--- src/rtl/serial_status_irq.sv ---
module serial_status_irq #(
  parameter int SYNC_STAGES = 2
) (
  input  logic       clk,
  input  logic       rst_n,
  input  logic [1:0] cs_hi,
  input  logic       cs_lo_n,
  input  logic       reg_sel,
  input  logic       rd_wr_n,
  input  logic       bus_en,
  input  logic       rx_load,
  input  logic       rx_frame_err,
  input  logic       rx_parity_err,
  input  logic       tx_taken,
  input  logic       cts_n,
  input  logic       dcd_n,
  input  logic       rx_irq_en,
  input  logic       tx_irq_en,
  input  logic       parity_en,
  output logic [7:0] status,
  output logic       irq_n
);

  localparam int LAST = SYNC_STAGES - 1;

  logic [LAST:0] cts_sh, dcd_sh;
  logic cts_s, dcd_s, dcd_prev;

  always_ff @(posedge clk) begin
    cts_sh[0] <= cts_n;
    dcd_sh[0] <= dcd_n;
    for (int i = 1; i < SYNC_STAGES; i++) begin
      cts_sh[i] <= cts_sh[i-1];
      dcd_sh[i] <= dcd_sh[i-1];
    end
    dcd_prev <= dcd_sh[LAST];
  end

  assign cts_s = cts_sh[LAST];
  assign dcd_s = dcd_sh[LAST];

  logic qual, acc_q, rs_q, rw_q, fall;
  logic stat_rd, data_rd, data_wr, dcd_rise;

  assign qual = bus_en && (cs_hi == 2'b11) && !cs_lo_n;

  always_ff @(posedge clk) begin
    if (!rst_n) begin
      acc_q <= 1'b0;
      rs_q  <= 1'b0;
      rw_q  <= 1'b1;
    end else begin
      acc_q <= qual;
      if (qual) begin
        rs_q <= reg_sel;
        rw_q <= rd_wr_n;
      end
    end
  end

  assign fall     = acc_q && !bus_en;
  assign stat_rd  = fall && !rs_q && rw_q;
  assign data_rd  = fall && rs_q && rw_q;
  assign data_wr  = fall && rs_q && !rw_q;
  assign dcd_rise = dcd_s && !dcd_prev;

  logic rdrf, tdre, ovr_pend, ovr_show, fe, pe, dcd_lat, dcd_arm;

  always_ff @(posedge clk) begin
    if (!rst_n) begin
      rdrf     <= 1'b0;
      tdre     <= 1'b1;
      ovr_pend <= 1'b0;
      ovr_show <= 1'b0;
      fe       <= 1'b0;
      pe       <= 1'b0;
      dcd_lat  <= 1'b0;
      dcd_arm  <= 1'b0;
    end else begin
      if (stat_rd) dcd_arm <= 1'b1;
      if (data_rd) dcd_arm <= 1'b0;
      if (dcd_rise) dcd_lat <= 1'b1;
      else if (data_rd && dcd_arm) dcd_lat <= 1'b0;

      if (data_wr) tdre <= 1'b0;
      if (tx_taken) tdre <= 1'b1;

      if (data_rd) begin
        if (ovr_pend) begin
          ovr_pend <= 1'b0;
          ovr_show <= 1'b1;
        end else begin
          ovr_show <= 1'b0;
          rdrf     <= 1'b0;
        end
      end
      if (rx_load) begin
        if (rdrf && !(data_rd && !ovr_pend)) begin
          ovr_pend <= 1'b1;
        end else begin
          rdrf <= 1'b1;
          fe   <= rx_frame_err;
          pe   <= rx_parity_err;
        end
      end
    end
  end

  logic rdrf_vis, tdre_vis, rx_irq, tx_irq;

  assign rdrf_vis = rdrf && !dcd_s;
  assign tdre_vis = tdre && !cts_s;
  assign rx_irq   = rx_irq_en && (rdrf_vis || ovr_show || dcd_lat);
  assign tx_irq   = tx_irq_en && tdre_vis;
  assign irq_n    = !(rx_irq || tx_irq);

  assign status = {!irq_n, pe && parity_en, ovr_show, fe,
                   cts_s, dcd_lat || dcd_s, tdre_vis, rdrf_vis};

endmodule


--- config.mk ---
export PLATFORM = sky130hd
export DESIGN_NAME = serial_status_irq
export DESIGN_NICKNAME = d
export VERILOG_FILES = /design/src/rtl/serial_status_irq.sv
export SDC_FILE = /design/constraint.sdc
export NUM_CORES = 1
export LEC_CHECK = 0
export BUFFER_PORTS_ARGS = -buffer_cell sky130_fd_sc_hd__buf_2
export CORE_MARGIN = 5
export CORE_UTILIZATION = 34
export DETAILED_ROUTE_END_ITERATION = 16
export PLACE_DENSITY = 0.65
export SYNTH_ARGS = -nofsm -noshare
export SYNTH_HDL_FRONTEND = slang
export SYNTH_SLANG_ARGS = --single-unit
--- constraint.sdc ---
create_clock -name clk -period 1.37 [get_ports clk]
set_input_delay 0.137 -clock clk [delete_from_list [all_inputs] [get_ports clk]]
set_output_delay 0.137 -clock clk [all_outputs]
set_load 0.01 [all_outputs]
# Yosys cells after proc, flatten, opt, wreduce, memory -nomap -nowiden
# Index checks and enable logic that the tools add are counted.
# Widths: inputs -> output; s select.
# totals
ff_bits,16
out_inout_bits,9
wordCells,62
# op_classes
eq_ne,1
muxes,10
n_bitwise,2
n_reduce_logical,35
# ops
cell,count
$logic_and 1x1->1,17
$logic_not 1->1,10
$mux 1,10
$logic_or 1x1->1,4
$reduce_or 2->1,2
$eq 2x2->1 const B,1
$not 1->1,2
$reduce_and 2->1,1
$reduce_bool 2->1,1

# Depth between registers and ports, before layout
# Gate-level depths: netlist of run 1.
# logic_depth
depth_word,9
mapped_depth,3

# Worst setup path before layout of run 1
# Ideal clock, no wire load.
# synth_timing
path_type,flip-flop to output port
startpoint,register rdrf
endpoint,output irq_n
t_arrival_ps,975
path_slack_ps,258
stages_incl_launch_ff,4
n_path_buf,0
cell_sequence,dfxtp_1 nor2b_4 or3_1 a22oi_1
# synth_via
elab_chain_cells,6
# synth_rtl
element,line,source
from (decl),67,"logic rdrf, tdre, ovr_pend, ovr_show, fe, pe, dcd_lat, dcd_arm;"
from (signal assigned),71,rdrf <= 1'b0;
from (signal assigned),94,rdrf <= 1'b0;
from (signal assigned),101,rdrf <= 1'b1;
$logic_and 1x1->1,111,assign rdrf_vis = rdrf && !dcd_s;
named net rdrf_vis,109,"logic rdrf_vis, tdre_vis, rx_irq, tx_irq;"
$logic_or 1x1->1 (2 in a row),113,assign rx_irq = rx_irq_en && (rdrf_vis || ovr_show || dcd_lat);
$logic_and 1x1->1,113,
$logic_or 1x1->1,115,assign irq_n = !(rx_irq || tx_irq);
$logic_not 1->1,115,
to (decl),21,output logic irq_n
# The timed path passes the listed nets, and every way through them passes these cells.

# Worst setup path in the final report of run 1
# layout_timing
startpoint,register rdrf
endpoint,output status[7]
# layout_via
elab_chain_cells,5
# layout_rtl
element,line,source
$logic_and 1x1->1,111,
$logic_or 1x1->1 (2 in a row),113,
$logic_and 1x1->1,113,
$logic_or 1x1->1,115,
to (decl),20,"output logic [7:0] status,"
# No other way between the ends.

==> results.rst, run 1 <==
.. list-table::
   :header-rows: 1

   * - Metric
     - Value
   * - Run status
     - complete, but fails checks
   * - Failing checks
     - negative setup slack
   * - Setup TNS after final layout
     - -247 ps
   * - Logic pwr share
     - 0.118
   * - Hold depth
     - 2
   * - Mean routed wirelength per cell
     - 11.0 um
   * - Hold Startpoint
     - tx_taken
   * - Synth top area cells
     - sky130_fd_sc_hd__dfxtp_1, sky130_fd_sc_hd__mux2i_1, sky130_fd_sc_hd__buf_4, sky130_fd_sc_hd__nand3b_1, sky130_fd_sc_hd__nand2_1
   * - Iteration-0 DRC Markers
     - 3
   * - Final period demand of the worst path
     - 1500 ps
   * - Max-slew violation count
     - 0
   * - Number of placement rows
     - 15
   * - Instance count after placement with tap cells included
     - approximately 110
   * - Clock tree from TritonCTS
     - built
   * - Total power density per cell area
     - 1110 nW/um2
   * - Switching power of the nets
     - 0.000204 W
   * - DRC
     - 0
   * - # Max-Cap Violations
     - 0
   * - Max Freq
     - 665 MHz
   * - Area after DPL
     - between 700 and 800 um2
   * - Overall die width
     - 52.9 um
   * - Remaining antenna violation count after routing
     - 0
   * - Non-filler cells in the finished layout
     - 116
   * - Share of cells above drive strength 1
     - 0.396
   * - Transition at the pin with the smallest max-transition slack
     - between 200 and 300 ps
   * - Main synth FF type
     - sky130_fd_sc_hd__dfxtp_1
   * - Initial core utilization
     - 0.359
   * - Largest family of logic cells by synthesized area
     - simple AND/OR/NAND/NOR gates
   * - Routed WL
     - ~1300 um
   * - Chip height
     - 52.9 um
   * - Crit Path Max Fanout
     - 2
   * - Worst reg2reg path endpoint
     - ovr_pend$_SDFF_PN0_
   * - Area of all placed cells without fillers
     - a little over 800 um2
   * - Length of the first detailed-routing pass in iterations
     - 2
   * - R2r startpoint
     - rw_q$_SDFFE_PN1P_
   * - Setup-failing EPs final
     - 2
   * - Fraction of the cycle the final worst path needs
     - 1.10
   * - Worst slew margin relative to its limit
     - 0.813
   * - Clk pwr share
     - 0.337
   * - Total congestion overflow
     - 0
   * - FF+latch count, synth
     - 16
   * - Initial antenna violation count
     - 0
   * - Cell Area, Synth
     - around 630 um2
   * - Sequential share of power
     - 0.544
   * - Critical path class
     - flop to output pin
   * - Share of the synthesized netlist area taken by xor and xnor gates
     - 0
   * - Pin count of the biggest net entering global routing
     - 10
   * - Worst path required time
     - 1230 ps
   * - Worst slack, placed
     - ~160 ps
   * - I/O pin cnt
     - 26
   * - Global-route wire length before repair
     - 2130 um
   * - H-tree levels
     - 1
   * - Startpoint type of the worst setup path
     - flop
   * - Compound-cell area share of the yosys netlist
     - 0.0918
   * - Die outline area
     - 2800 um2
   * - Worst Clk Skew
     - between 0.4 and 0.5 ps
   * - Reg2Reg Depth
     - 3
   * - Average cell area after synthesis
     - 9.79 um2
   * - Fraction of post-synthesis cell area in the top cell type by area
     - 0.511
   * - Path type of the worst min-delay path
     - input port to flop
   * - Count of vias placed by the detailed router
     - ~520
   * - Final WS setup
     - -133 ps
   * - Core Region
     - 1750 um2
   * - Switching power as a share of total power
     - 0.224
   * - Clock latency on the worst-skew pair
     - 280 ps
   * - PortBufs
     - 25
   * - Post-synthesis mux area share
     - 0.0798
   * - Count of cell types in the netlist
     - 21
   * - Unrepaired setup endpoints after global routing
     - true
   * - Arrival time worst endpoint
     - about 1400 ps
   * - Most used standard cell by instance count after synthesis
     - sky130_fd_sc_hd__dfxtp_1
   * - Routability Congestion
     - 0.649
   * - EDFF count, synth
     - 0
   * - Net Count, Synth
     - 81
   * - Share of synthesized area occupied by flip-flops and latches
     - 0.511
   * - Worst-case register-to-register setup slack
     - 270 ps
   * - Fraction of registers with async set or reset after synthesis
     - 0
   * - Crit path capture type
     - output pin
   * - Cell internal power dissipation
     - 0.000709 W
   * - Post-Synth Simple-Gate Area
     - 0.240
   * - # clock sinks
     - 16
   * - Synthesis Warnings
     - 0
   * - Max IR drop VDD
     - 0.000441 V
   * - Number of vias per cell
     - approximately 4.5
   * - CTS buffer count
     - 3
   * - Final Hold Vio Count
     - 0
   * - Synth top cells by count
     - sky130_fd_sc_hd__dfxtp_1, sky130_fd_sc_hd__nand2_1, sky130_fd_sc_hd__buf_4, sky130_fd_sc_hd__mux2i_1
   * - Static Leakage
     - approximately 0.4 nW
   * - Post-Synthesis Cells
     - 64
   * - Buffer cell driving the clock tree root
     - sky130_fd_sc_hd__clkbuf_4
   * - Antenna diode count
     - 0
   * - Area growth syn-to-layout
     - 31.1%
   * - Cell taking the most area after synthesis
     - sky130_fd_sc_hd__dfxtp_1
   * - Clock Path Buffers
     - 2
   * - Endpoint, Worst Hold
     - tdre$_SDFFE_PP1P_
   * - Post-Route Utilization
     - 0.471
   * - Number of nets in the layout
     - between 100 and 150
   * - Overall routing resource usage
     - 0.107
   * - Vias in the first global route
     - about 500
   * - Adder and majority cell fraction of the synthesized area
     - 0
   * - Clock slew at the register clock pins of the worst setup and hold paths
     - 90 ps
==> power groups by stage <==
stage	logic [W]	registers (W)	clock network [W]
after floorplan	0.0000592	0.000504	0
after CTS	0.000105	0.000497	0.000321
after global routing	0.000122	0.000500	0.000338
after detailed placement	0.0000960	0.000507	0
after global placement	0.0000936	0.000506	0
final	0.000108	0.000497	0.000308
==> stage by stage <==
stage	hold slack, ps	power, W
floorplan	165	0.000563
global placement	240	0.000600
detailed placement	246	0.000603
CTS	27.4	0.000922
global route	35.7	0.000959
finish	36.0	0.000913
==> layout by cell type, fill, tap and decap left out <==
cell type / instances
sky130_fd_sc_hd__nor2b_1: 1
sky130_fd_sc_hd__nand2b_1: 1
sky130_fd_sc_hd__nand4b_1: 2
sky130_fd_sc_hd__dfxtp_1: 14
sky130_fd_sc_hd__nor2b_4: 1
sky130_fd_sc_hd__a22o_1: 1
sky130_fd_sc_hd__inv_1: 3
sky130_fd_sc_hd__nand2_1: 7
sky130_fd_sc_hd__or2_2: 1
sky130_fd_sc_hd__or3_4: 1
sky130_fd_sc_hd__a22oi_2: 1
sky130_fd_sc_hd__buf_4: 1
sky130_fd_sc_hd__mux2i_1: 5
sky130_fd_sc_hd__buf_2: 25
sky130_fd_sc_hd__dfxtp_2: 2
sky130_fd_sc_hd__and2_1: 2
sky130_fd_sc_hd__clkbuf_4: 3
sky130_fd_sc_hd__o22ai_1: 1
sky130_fd_sc_hd__or2b_1: 1
sky130_fd_sc_hd__dlygate4sd3_1: 2
sky130_fd_sc_hd__and3_1: 1
sky130_fd_sc_hd__a21oi_1: 3
sky130_fd_sc_hd__nand3b_1: 4
sky130_fd_sc_hd__clkbuf_8: 1
sky130_fd_sc_hd__nor2_1: 3
sky130_fd_sc_hd__o21ai_0: 4
==> cell type report <==
class	instances	area (um2)
multi-input combinational	40	268
tap	25	31.3
clock buffer	4	36.3
timing repair buffer	28	153
fill	178	923
inverter	3	11.3
sequential	16	323
==> repair_timing <==
item	CTS	global route
endpoints found under the setup margin	2	2
hold buffers	2	0
resized for setup	2	2
pin swaps	0	1
endpoints found under the hold margin	2	0
cloned	0	0
buffers inserted	1	0
==> critical path: stages, from the launching register on <==
cell                      delay, ps
sky130_fd_sc_hd__dfxtp_2        330
sky130_fd_sc_hd__nor2b_4        120
sky130_fd_sc_hd__or3_4          330
sky130_fd_sc_hd__a22o_1         180
sky130_fd_sc_hd__buf_2          130
==> how the worst max path moves through the flow <==
stage / from / endpoint / slack (ps) / cells past startpoint
2_1_floorplan: rdrf$_SDFF_PN0_ / irq_n / 260 / 3
3_3_place_gp: rdrf$_SDFF_PN0_ / status[7] / 180 / 4
3_5_place_dp: rdrf$_SDFF_PN0_ / status[7] / 160 / 4
4_1_cts: rdrf$_SDFF_PN0_ / status[7] / -140 / 4
5_1_grt: rdrf$_SDFF_PN0_ / status[7] / -190 / 4
6_report: rdrf$_SDFF_PN0_ / status[7] / -130 / 4
==> per-layer routing <==
layer / up-vias / track usage / routed length (um)
met3: 4 / 0.0254 / 96
met4: 0 / 0.0894 / 40
met2: 19 / 0.161 / 600
met1: 226 / 0.125 / 539
li1: 268 / - / -
met5: - / 0 / 0
==> cells by family after synthesis <==
kind of cell | count (synthesis)
muxes | 5
buffers and inverters | 8
AOI/OAI and AO/OA | 10
DFF | 16
and+or+nand+nor | 25
==> state kept, by name (all words and copies together) (netlist names) <==
signal,cells
dcd_prev,1
acc_q,1
cts_sh,2
rs_q,1
dcd_sh,2
ovr_show,1
dcd_lat,1
tdre,1
rdrf,1
ovr_pend,1
dcd_arm,1
fe,1
pe,1
rw_q,1
No activity file was read; power rests on OpenSTA's default activity.
==> run 2: changes to the inputs <==
--- a/config.mk
+++ b/config.mk
@@ -6,10 +6,9 @@
 export NUM_CORES = 1
 export LEC_CHECK = 0
 export BUFFER_PORTS_ARGS = -buffer_cell sky130_fd_sc_hd__buf_2
-export CORE_MARGIN = 5
-export CORE_UTILIZATION = 34
+export CORE_UTILIZATION = 27
 export DETAILED_ROUTE_END_ITERATION = 16
-export PLACE_DENSITY = 0.65
+export PLACE_DENSITY = 0.55
 export SYNTH_ARGS = -nofsm -noshare
 export SYNTH_HDL_FRONTEND = slang
 export SYNTH_SLANG_ARGS = --single-unit
==> constraint.sdc (replaced) <==
create_clock -name clk -period 1.37 [get_ports clk]
set_input_delay 0.137 -clock clk [delete_from_list [all_inputs] [get_ports clk]]
set_output_delay 0.137 -clock clk [all_outputs]
set_load 0.05 [all_outputs]
==> results.rst, run 2 (same netlist as run 1, synthesis figures left out) <==
.. list-table::
   :header-rows: 1

   * - Metric
     - Value
   * - Length of the first detailed-routing pass in iterations
     - 10 (was 2)
   * - Static Leakage
     - 0.411 nW (was 0.401 nW)
   * - Hold Startpoint
     - tx_taken (unchanged)
   * - Final Hold Vio Count
     - 0 (unchanged)
   * - I/O pin cnt
     - 26 (unchanged)
   * - Antenna diode count
     - 0 (unchanged)
   * - Crit path capture type
     - output pin (unchanged)
   * - Final-layout fill cell count
     - 235 (was 178)
   * - Crit Path Max Fanout
     - 2 (unchanged)
   * - Worst reg2reg path endpoint
     - pe$_SDFFE_PN0P_ (was ovr_pend$_SDFF_PN0_)
   * - Global-route wire length before repair
     - 1950 um (was 2130 um)
   * - R2r startpoint
     - rw_q$_SDFFE_PN1P_ (unchanged)
   * - Leading cell type in the layout, fill and taps excluded
     - sky130_fd_sc_hd__buf_2 (unchanged)
   * - Number of nets in the layout
     - 110 (was 109)
   * - Path type of the worst min-delay path
     - input port to flop (unchanged)
   * - Post-DP HPWL
     - 880 um
   * - H-tree levels
     - 1 (unchanged)
   * - Final period demand of the worst path
     - 1540 ps (was 1500 ps)
   * - # clock sinks
     - 16 (unchanged)
   * - Unrepaired setup endpoints after global routing
     - true (unchanged)
   * - Clock tree from TritonCTS
     - built (unchanged)
   * - FF/Latch Area
     - 323 um2 (unchanged)
   * - Hold depth
     - 2 (unchanged)
   * - Endpoint, Worst Hold
     - tdre$_SDFFE_PP1P_ (unchanged)
   * - Remaining antenna violation count after routing
     - 0 (unchanged)
   * - Core Region
     - 2190 um2 (was 1750 um2)
   * - Worst Clk Skew
     - 2.00 ps (was 0.448 ps)
   * - CTS buffer count
     - 3 (unchanged)
   * - Total power density per cell area
     - 1130 nW/um2 (was 1110 nW/um2)
   * - Clock Path Buffers
     - 2 (unchanged)
   * - Overall routing resource usage
     - 0.106 (was 0.107)
   * - Clock slew at the register clock pins of the worst setup and hold paths
     - 90 ps (about the same)
   * - Failing checks
     - design-rule violations, negative setup slack (was negative setup slack)
   * - Run status
     - complete, but fails checks (unchanged)
   * - Initial core utilization
     - 0.286 (was 0.359)
   * - Area of all placed cells without fillers
     - 848 um2 (was 822 um2)
   * - Arrival time worst endpoint
     - 1400 ps (was 1370 ps)
   * - Area of the multi-input gates
     - 268 um2 (unchanged)
   * - Total congestion overflow
     - 0 (unchanged)
   * - PortBufs
     - 25 (unchanged)
   * - Number of vias per cell
     - 4.38 (was 4.46)
   * - Startpoint type of the worst setup path
     - flop (unchanged)
   * - Max-slew violation count
     - 0 (unchanged)
   * - Vias in the first global route
     - 478 (was 509)
   * - Area growth syn-to-layout
     - 35.3% (was 31.1%)
   * - Overall die width
     - 50.2 um (was 52.9 um)
   * - Fraction of the cycle the final worst path needs
     - 1.12 (was 1.10)
   * - Max IR drop VDD
     - 0.000828 V (was 0.000441 V)
   * - Worst path required time
     - 1230 ps (about the same)
   * - Most frequent cells in the layout
     - sky130_fd_sc_hd__buf_2, sky130_fd_sc_hd__dfxtp_1, sky130_fd_sc_hd__nand2_1, sky130_fd_sc_hd__mux2i_1 (unchanged)
   * - Buffer cell driving the clock tree root
     - sky130_fd_sc_hd__clkbuf_4 (unchanged)
   * - Mean routed wirelength per cell
     - 9.37 um (was 11.0 um)
   * - Final WS setup
     - -166 ps (was -133 ps)
   * - Routed WL
     - 1120 um (was 1280 um)
   * - Initial antenna violation count
     - 0 (unchanged)
   * - DRC
     - 2 (was 0)
   * - Transition at the pin with the smallest max-transition slack
     - 308 ps (was 281 ps)
   * - Share of cells above drive strength 1
     - 0.402 (was 0.396)
   * - Reg2Reg Depth
     - 3 (unchanged)
   * - Worst hold-check slack
     - 35.2 ps (was 36.0 ps)
   * - Worst slew margin relative to its limit
     - 0.795 (was 0.813)
   * - Critical path class
     - flop to output pin (unchanged)
   * - Area after DPL
     - 754 um2 (was 746 um2)
   * - Count of vias placed by the detailed router
     - 526 (was 517)
   * - Die outline area
     - 2520 um2 (was 2800 um2)
   * - Number of placement rows
     - 17 (was 15)
   * - Worst slack, placed
     - 30.8 ps (was 163 ps)
   * - Max Freq
     - 651 MHz (was 665 MHz)
   * - Pin count of the biggest net entering global routing
     - 10 (unchanged)
   * - Setup-failing EPs final
     - 2 (unchanged)
   * - Routability Congestion
     - 0.663 (was 0.649)
   * - Clock latency on the worst-skew pair
     - 280 ps (about the same)
   * - Worst-case register-to-register setup slack
     - 290 ps (was 270 ps)
   * - Chip height
     - 50.2 um (was 52.9 um)
   * - # Max-Cap Violations
     - 0 (unchanged)
   * - Iteration-0 DRC Markers
     - 9 (was 3)
   * - Leading registers by flop count
     - cts_sh x2, dcd_sh x2 (unchanged)
[run 2: power breakdown]
group	internal (W)	switching, W	total (W)
Sequential	0.000485	0.0000112	0.000497
Combinational	0.0000710	0.0000948	0.000166
Clock	0.000162	0.000137	0.000299
[run 2: metal layers]
metal / part of all wire / track usage
met1: 0.41 / 0.112
met2: 0.51 / 0.184
met4: 0 / 0.0286
met5: 0 / 0
met3: 0.080 / 0.0545
[run 2: final cells by class]
type	instances	share of cell area
Timing Repair Buffer	29	0.206
Clock buffer	4	0.0428
Sequential cell	16	0.381
Inverter	3	0.0133
Tap cell	28	0.0413
Multi-Input combinational cell	40	0.316
[run 2: metrics by stage]
stage	utilization	instances	total power (W)	TNS (ps)
3_3_place_gp	0.344	112	0.000649	0
2_1_floorplan	-	64	0.000612	-9.81
5_1_grt	0.387	120	0.00102	-486
6_report	0.387	120	0.000961	-321
3_5_place_dp	0.344	112	0.000653	0
4_1_cts	0.386	120	0.000979	-358
[run 2: what timing repair did]
action,in CTS,in global routing
setup endpoints to repair,2,3
setup buffers,2,0
pin swaps,0,0
resized for setup,7,2
hold endpoints to repair,2,0
hold buffers,2,0
gates cloned,0,0
[run 2: worst max-delay path by stage]
stage,start,to,cells past startpoint
finish,rdrf$_SDFF_PN0_,status[7],4
global route,rdrf$_SDFF_PN0_,irq_n,4
CTS,rdrf$_SDFF_PN0_,status[7],4
detailed placement,rdrf$_SDFF_PN0_,irq_n,4
global placement,rdrf$_SDFF_PN0_,irq_n,4
floorplan,rdrf$_SDFF_PN0_,irq_n,3
[run 2: worst max-delay path: stages, from the launching register on]
cell and delay, ps:
sky130_fd_sc_hd__dfxtp_2 330, sky130_fd_sc_hd__nor2b_4 120, sky130_fd_sc_hd__or3_4 330, sky130_fd_sc_hd__a22o_1 190, sky130_fd_sc_hd__buf_6 150
==> run 3: changes to the inputs <==
--- a/config.mk
+++ b/config.mk
@@ -9,6 +9,8 @@
 export CORE_UTILIZATION = 27
 export DETAILED_ROUTE_END_ITERATION = 16
 export PLACE_DENSITY = 0.55
+export REMOVE_ABC_BUFFERS = 1
+export SKIP_CTS_REPAIR_TIMING = 1
 export SYNTH_ARGS = -nofsm -noshare
 export SYNTH_HDL_FRONTEND = slang
 export SYNTH_SLANG_ARGS = --single-unit
==> results.rst, run 3 (same netlist as run 1, synthesis figures left out) <==
.. list-table::
   :header-rows: 1

   * - Metric
     - Value
   * - Run status
     - complete, but fails checks (unchanged)
   * - Failing checks
     - negative setup slack (was design-rule violations, negative setup slack)
   * - Crit Path Max Fanout
     - 3 (was 2)
   * - Initial core utilization
     - 0.286 (unchanged)
   * - Arrival time worst endpoint
     - 1410 ps (was 1400 ps)
   * - CTS buffer count
     - 3 (unchanged)
   * - Worst path required time
     - 1230 ps (about the same)
   * - Area growth syn-to-layout
     - 34.1% (was 35.3%)
   * - Final period demand of the worst path
     - 1550 ps (was 1540 ps)
   * - Leading cell type in the layout, fill and taps excluded
     - sky130_fd_sc_hd__buf_2 (unchanged)
   * - Max IR drop VDD
     - 0.000437 V (was 0.000828 V)
   * - Leading registers by flop count
     - cts_sh x2, dcd_sh x2 (unchanged)
   * - Crit path capture type
     - output pin (unchanged)
   * - Chip height
     - 50.2 um (unchanged)
   * - Max-slew violation count
     - 0 (unchanged)
   * - Post-Route Utilization
     - 0.384 (was 0.387)
   * - Length of the first detailed-routing pass in iterations
     - 4 (was 10)
   * - H-tree levels
     - 1 (unchanged)
   * - Number of nets in the layout
     - 109 (was 110)
   * - Transition at the pin with the smallest max-transition slack
     - 298 ps (was 308 ps)
   * - Global-route wire length before repair
     - 1840 um (was 1950 um)
   * - Total power density per cell area
     - 1150 nW/um2 (was 1130 nW/um2)
   * - Pin count of the biggest net entering global routing
     - 10 (unchanged)
   * - Most frequent cells in the layout
     - sky130_fd_sc_hd__buf_2, sky130_fd_sc_hd__dfxtp_1, sky130_fd_sc_hd__nand2_1, sky130_fd_sc_hd__mux2i_1 (unchanged)
   * - Initial antenna violation count
     - 0 (unchanged)
   * - Instance count after placement with tap cells included
     - 112 (unchanged)
   * - Setup-failing EPs final
     - 2 (unchanged)
   * - Number of vias per cell
     - 4.43 (was 4.38)
   * - Share of cells above drive strength 1
     - 0.396 (was 0.402)
   * - I/O pin cnt
     - 26 (unchanged)
   * - # clock sinks
     - 16 (unchanged)
   * - Core Region
     - 2190 um2 (unchanged)
   * - Routability Congestion
     - 0.689 (was 0.663)
   * - Setup TNS after final layout
     - -327 ps (was -321 ps)
   * - Antenna diode count
     - 0 (unchanged)
   * - Number of placement rows
     - 17 (unchanged)
   * - Startpoint type of the worst setup path
     - flop (unchanged)
   * - Die outline area
     - 2520 um2 (unchanged)
   * - Clock tree from TritonCTS
     - built (unchanged)
   * - DRC
     - 0 (was 2)
   * - PortBufs
     - 25 (unchanged)
   * - Unrepaired setup endpoints after global routing
     - true (unchanged)
   * - Overall die width
     - 50.2 um (unchanged)
   * - Overall routing resource usage
     - 0.0989 (was 0.106)
   * - Vias in the first global route
     - 479 (was 478)
   * - Max Freq
     - 646 MHz (was 651 MHz)
   * - Path type of the worst min-delay path
     - input port to flop (unchanged)
   * - Clock Path Buffers
     - 2 (unchanged)
   * - Clock slew at the register clock pins of the worst setup and hold paths
     - 90 ps (about the same)
   * - Final WS setup
     - -179 ps (was -166 ps)
   * - Post-DP HPWL
     - 919 um (was 880 um)
   * - Worst slew margin relative to its limit
     - 0.802 (was 0.795)
   * - Count of vias placed by the detailed router
     - 527 (was 526)
   * - Fraction of the cycle the final worst path needs
     - 1.13 (was 1.12)
   * - Total congestion overflow
     - 0 (unchanged)
   * - Mean routed wirelength per cell
     - 9.86 um (was 9.37 um)
   * - Remaining antenna violation count after routing
     - 0 (unchanged)
   * - Critical path class
     - flop to output pin (unchanged)
   * - Clock latency on the worst-skew pair
     - 280 ps (about the same)
   * - Routed WL
     - 1170 um (was 1120 um)
   * - Non-filler cells in the finished layout
     - 119 (was 120)
   * - Worst Clk Skew
     - 0.660 ps (was 2.00 ps)
   * - Iteration-0 DRC Markers
     - 3 (was 9)
   * - Final Hold Vio Count
     - 0 (unchanged)
   * - Static Leakage
     - 0.405 nW (was 0.411 nW)
   * - Buffer cell driving the clock tree root
     - sky130_fd_sc_hd__clkbuf_4 (unchanged)
   * - # Max-Cap Violations
     - 0 (unchanged)
-- run 3: cell count changes in the layout (fill, tap and decap cells not counted), sizes merged --
cell,change
buf,-2
clkbuf,+1
-- run 3: routing by layer --
metal  track usage  vias up  share of wire
met4        0.0714        0          0.013
met5             0        -              0
met2         0.160       23           0.45
met3        0.0182        2          0.056
li1              -      272              -
met1         0.116      230           0.48
-- run 3: through the flow --
step	instance area (um2)	power (W)	hold WS, ps	worst slack [ps]
final	841	0.000967	40.0	-179
after floorplan	589	0.000602	165	-660
after global routing	841	0.00101	46.5	-222
after CTS	786	0.000961	-60.7	-301
after detailed placement	749	0.000651	242	28.7
after global placement	749	0.000648	240	60.6
-- run 3: where the power goes --
group | leakage, nW | switching (W) | internal, W
registers | 0.132 | 0.0000111 | 0.000485
clock network | 0.0210 | 0.000146 | 0.000162
logic | 0.252 | 0.0000942 | 0.0000690
-- run 3: cell type report --
| type | count | area, um2 |
|---|---|---|
| multi-input combinational | 40 | 268 |
| timing repair buffer | 28 | 168 |
| clock buffer | 4 | 36.3 |
| fill | 237 | 1350 |
| sequential | 16 | 323 |
| tap | 28 | 35.0 |
| inverter | 3 | 11.3 |
-- run 3: critical path, stage by stage (launching register included) --
cell and delay (ps):
sky130_fd_sc_hd__dfxtp_2 340, sky130_fd_sc_hd__nor2b_4 120, sky130_fd_sc_hd__or3_4 330, sky130_fd_sc_hd__a22o_1 200, sky130_fd_sc_hd__buf_6 150
-- run 3: path summary, 6_finish.rpt --
path / startpoint / end / slack, ps / cells past startpoint
hold reg to reg: dcd_sh[0]$_DFF_P_ / dcd_sh[1]$_DFF_P_ / 330 / 0
setup / recovery: rdrf$_SDFF_PN0_ / status[7] / -180 / 4
setup reg to reg: rw_q$_SDFFE_PN1P_ / ovr_pend$_SDFF_PN0_ / 300 / 3
hold / removal: tx_taken / tdre$_SDFFE_PP1P_ / 40 / 2
